<file path="src/rtl/uart_modem_regs.sv">
module uart_modem_regs #(
  parameter int AW = 3,
  parameter int DW = 8,
  parameter logic [AW-1:0] MCR_OFS = 3'd4,
  parameter logic [AW-1:0] MSR_OFS = 3'd6
) (
  input  logic          clk,
  input  logic          rst_n,
  input  logic [AW-1:0] addr,
  input  logic          wr_en,
  input  logic          rd_en,
  input  logic [DW-1:0] wdata,
  output logic [DW-1:0] rdata,
  input  logic          cts_in,
  input  logic          dsr_in,
  input  logic          ri_in,
  input  logic          dcd_in,
  output logic          msi_irq
);

  logic [4:0] mcr_q, mcr_nx;
  logic [7:0] msr_q, msr_nx, held;
  logic [3:0] pin_s1, pin_s2, src;
  logic [3:0] dflag;
  logic       wr_mcr, rd_msr;

  assign wr_mcr = wr_en && (addr == MCR_OFS);
  assign rd_msr = rd_en && (addr == MSR_OFS);
  assign mcr_nx = wr_mcr ? wdata[4:0] : mcr_q;

  // status source order [3:0] = {dcd, ri, dsr, cts}
  assign src  = mcr_nx[4] ? {mcr_nx[3], mcr_nx[2], mcr_nx[0], mcr_nx[1]} : pin_s2;
  assign held = rd_msr ? 8'h00 : msr_q;

  assign dflag[0] = held[0] | (src[0] ^ held[4]);
  assign dflag[1] = held[1] | (src[1] ^ held[5]);
  assign dflag[2] = held[2] | (held[6] & ~src[2]);
  assign dflag[3] = held[3] | (src[3] ^ held[7]);
  assign msr_nx   = {src, dflag};

  always_ff @(posedge clk or negedge rst_n) begin
    if (!rst_n) begin
      pin_s1 <= '0;
      pin_s2 <= '0;
      mcr_q  <= '0;
      msr_q  <= '0;
    end else begin
      pin_s1 <= {dcd_in, ri_in, dsr_in, cts_in};
      pin_s2 <= pin_s1;
      mcr_q  <= mcr_nx;
      msr_q  <= msr_nx;
    end
  end

  always_comb begin
    rdata = '0;
    if (addr == MCR_OFS)      rdata = {{(DW-5){1'b0}}, mcr_q};
    else if (addr == MSR_OFS) rdata = msr_q;
  end

  assign msi_irq = |msr_q[3:0];

  assert_mcr_store_R2: assert property (@(posedge clk) disable iff (!rst_n)
    wr_mcr |=> (mcr_q == $past(wdata[4:0])));

  assert_loop_map_R3: assert property (@(posedge clk) disable iff (!rst_n)
    mcr_q[4] |-> (msr_q[7:4] == {mcr_q[3], mcr_q[2], mcr_q[0], mcr_q[1]}));

  assert_ri_trailing_R6: assert property (@(posedge clk) disable iff (!rst_n)
    $rose(msr_q[2]) |-> ($past(msr_q[6]) && !msr_q[6]));

  assert_sticky_R7: assert property (@(posedge clk) disable iff (!rst_n)
    !rd_msr |=> ((msr_q[3:0] & $past(msr_q[3:0])) == $past(msr_q[3:0])));

  assert_read_reeval_R8: assert property (@(posedge clk) disable iff (!rst_n)
    rd_msr |=> (!msr_q[2] && msr_q[0] == msr_q[4] && msr_q[1] == msr_q[5]
                && msr_q[3] == msr_q[7]));

endmodule

</file>
<file path="config.mk">
export PLATFORM = sky130hd
export DESIGN_NAME = uart_modem_regs
export DESIGN_NICKNAME = d
export VERILOG_FILES = /design/src/rtl/uart_modem_regs.sv
export SDC_FILE = /design/constraint.sdc
export NUM_CORES = 1
export LEC_CHECK = 0
export ABC_AREA = 1
export BUFFER_PORTS_ARGS = -buffer_cell sky130_fd_sc_hd__buf_2
export CORE_ASPECT_RATIO = 1.25
export CORE_MARGIN = 1.5
export CORE_UTILIZATION = 54
export CTS_CLUSTER_DIAMETER = 120
export DETAILED_ROUTE_END_ITERATION = 8
export PLACE_DENSITY = 0.93
export SETUP_SLACK_MARGIN = 0.15
export SLEW_MARGIN = 20
export SYNTH_ARGS = -nofsm -noshare
export SYNTH_HDL_FRONTEND = slang
export SYNTH_SLANG_ARGS = --single-unit
</file>
<file path="constraint.sdc">
create_clock -name clk -period 2.31 [get_ports clk]
set_clock_uncertainty 0.2 [all_clocks]
set_input_delay 0.1155 -clock clk [delete_from_list [all_inputs] [get_ports clk]]
set_output_delay 0.1155 -clock clk [all_outputs]
set_load 0.05 [all_outputs]
</file>
==> impl_metrics.ini <==
[sta]
rsz0062_at_grt = false
slew_headroom_pct = 68.9
finalHoldViolCount = 0
worst_slew_pin_slew_ns = 0.466
report.final.slew_viol_count = 0
finalCriticalPeriod_ns = 1.79
fin_setup_tns_ns = 0
fin_ws_ns = 0.524
setup_violations = 0
fmax_ghz = 0.560
finalCritPeriodShare_pct = 77.3

[clock_tree]
clockBufferDepth = 2
clock_latency_ns = 0.31
cts_resized = 0
htreeDepth = 1
clk_pin_slew_ns = 0.12
cts_sinks = 21
cts_tree = yes
clock-root-buffer = clkbuf_4
cts_buffers = 3

[drt]
ant_nets = 0
drt_iter0_markers = 30
drc = 0
dr_total_vias = 954
wl_um = 2330
avgRoutedWirePerCell_um = 13.1
via_per_inst = 5.36
dr.pass1.iters = 4

[outcome]
status = finished, final reports clean

[final_layout]
fin_util_pct = 73.4
fillers = 121
syn2layout_area_growth_pct = 25.7
seqCellArea_um2 = 526
drive_above_1_share_pct = 23.9
final_nets = 179
multi_input_area_um2 = 412
n_antenna_cell = 0

[die]
rows = 17
die_area_um2 = 2210
pin_count = 28
core_um2 = 1790
die_h_um = 52.2
start_util_pct = 58.4
die_width_um = 42.3

[logic_synthesis]
syn-num-nets = 141
postSynthCellCount = 122
synth_edf_count = 0
netlist_top_cells_area = dfrtp_1 50%, nand2_1 11%, nand3_1 9.1%
netlist_area_um2 = 1040
ys_seq_area_share_pct = 50.4
synth-simple-area-share_pct = 35.9
yosysMostFrequentCell = nand2_1
synthAdderAreaFrac_pct = 0
synth_mux_area_share_pct = 0
synth.cells.most_frequent = 30 x nand2_1, 22 x inv_1, 21 x dfrtp_1, 19 x nand3_1, 8 x nand4_1
yosys.area.top_type = dfrtp_1
synth_xor_area_share_pct = 0
ys_seq_elements = 21
synth_top_area_share_pct = 50.4
synth.distinct_cells = 18
synth_ff_type = dfrtp_1
synth_compound_area_share_pct = 3.60
synth_area_per_cell_um2 = 8.55
yosys_warnings = 0
async_flop_share_pct = 100
synth_top_family_by_area = simple AND/OR/NAND/NOR gates

[global_routing]
antenna_found_initial = 0
grt_overflow_total = 0
grt_pass1_wl_um = 4020
grt_max_degree = 22
grt_pass1_vias = 1009
track_usage_pct = 24.6

[power_and_ir_drop]
pwr_density_cell_nw_per_um2 = 649
p_total_uw = 850
ir_worst_vdd_uv = 538
p_leak_nw = 0.731

[hold_path]
hold_start = wdata[4]
holdPathEnd = mcr_q[4]
holdPathStages = 3
hp-class = in -> reg

[critical_path]
worst-setup-path-type = in -> reg
ff2ff_path_depth = 5
critPathRequiredTime_ns = 2.32
r2r_start = mcr_q[4]
endpoint_kind = flop
reg2reg_slack_ns = 1.11
worstPathMaxFanout = 2
crit_arrival_ns = 1.79
critPathLaunchType = input pin
r2r_end = msr_q[1]

[job]
timing.max_cap.violations = 0

[placed_design]
place_worst_setup_slack_ns = 0.778
gp_congestion = 0.869
portBuffers = 24
dp_hpwl_um = 1560
## registers in the layout, indices dropped and copies added, names as in the netlist
name / count
pin_s2: 4
pin_s1: 4
mcr_q: 5
msr_q: 8
## routing by layer
layer | part of all wire, % | global-route usage (%) | vias to the layer above
met2 | 51 | 42.1 | 35
met3 | 3.7 | 3.82 | 10
li1 | - | - | 467
met1 | 41 | 26.0 | 442
met4 | 3.8 | 21.4 | 0
met5 | 0 | 0 | -
## metrics by stage
step	instances	hold WS (ns)	area, µm²
after floorplan	122	-0.380	1040
after global routing	178	0.0515	1310
after global placement	162	-0.113	1160
after detailed placement	162	-0.103	1160
after CTS	178	0.0254	1310
final	178	0.0465	1310
## power breakdown
part	total [mW]	leakage, nW	switching [mW]	internal, mW
logic	0.237	0.471	0.156	0.0811
clock network	0.178	0.0177	0.113	0.0647
registers	0.435	0.242	0.0239	0.411
total	0.850	0.731	0.293	0.557
## critical path: stages
cell	delay, ns
dlygate4sd3_1	0.52
buf_2	0.12
nand4_1	0.13
dlygate4sd3_1	0.59
nand2_1	0.11
nand2_2	0.07
nand3_1	0.07
nand3_1	0.07
## worst max-delay path by stage
| stage | from | end | cells past startpoint |
|---|---|---|---|
| detailed placement | addr[2] | rdata[3] | 4 |
| floorplan | addr[2] | rdata[2] | 3 |
| global placement | addr[2] | rdata[4] | 4 |
| finish | wdata[3] | msr_q[3] | 8 |
| global route | wdata[3] | msr_q[3] | 8 |
| CTS | wdata[0] | msr_q[1] | 8 |
## cells by family after synthesis
family                 after synthesis
DFF                                 21
buffers and inverters               25
AOI/OAI and AO/OA                    6
and+or+nand+nor                     70
## area by class of cell
type / count / area share [%]
Tap cell: 19 / 1.81
Clock buffer: 3 / 1.72
Multi-Input combinational cell: 76 / 31.4
Inverter: 22 / 6.30
Sequential cell: 21 / 40.1
Timing Repair Buffer: 36 / 18.3
Clock inverter: 1 / 0.382
## placed cells by master (no fill, tap or decap), drive strengths merged
cell / count
nand2: 36
buf: 24
inv: 22
dfrtp: 21
nand3: 20
dlygate4sd3: 12
nand4: 9
nor2: 4
o22ai: 3
clkbuf: 3
o21ai: 3
nand3b: 1
clkinv: 1
## repair_timing
| action | CTS | global route |
|---|---|---|
| setup buffers | 0 | 0 |
| hold buffers | 12 | 0 |
| hold endpoints to repair | 30 | 0 |
Power figures use the tool's default switching activity.
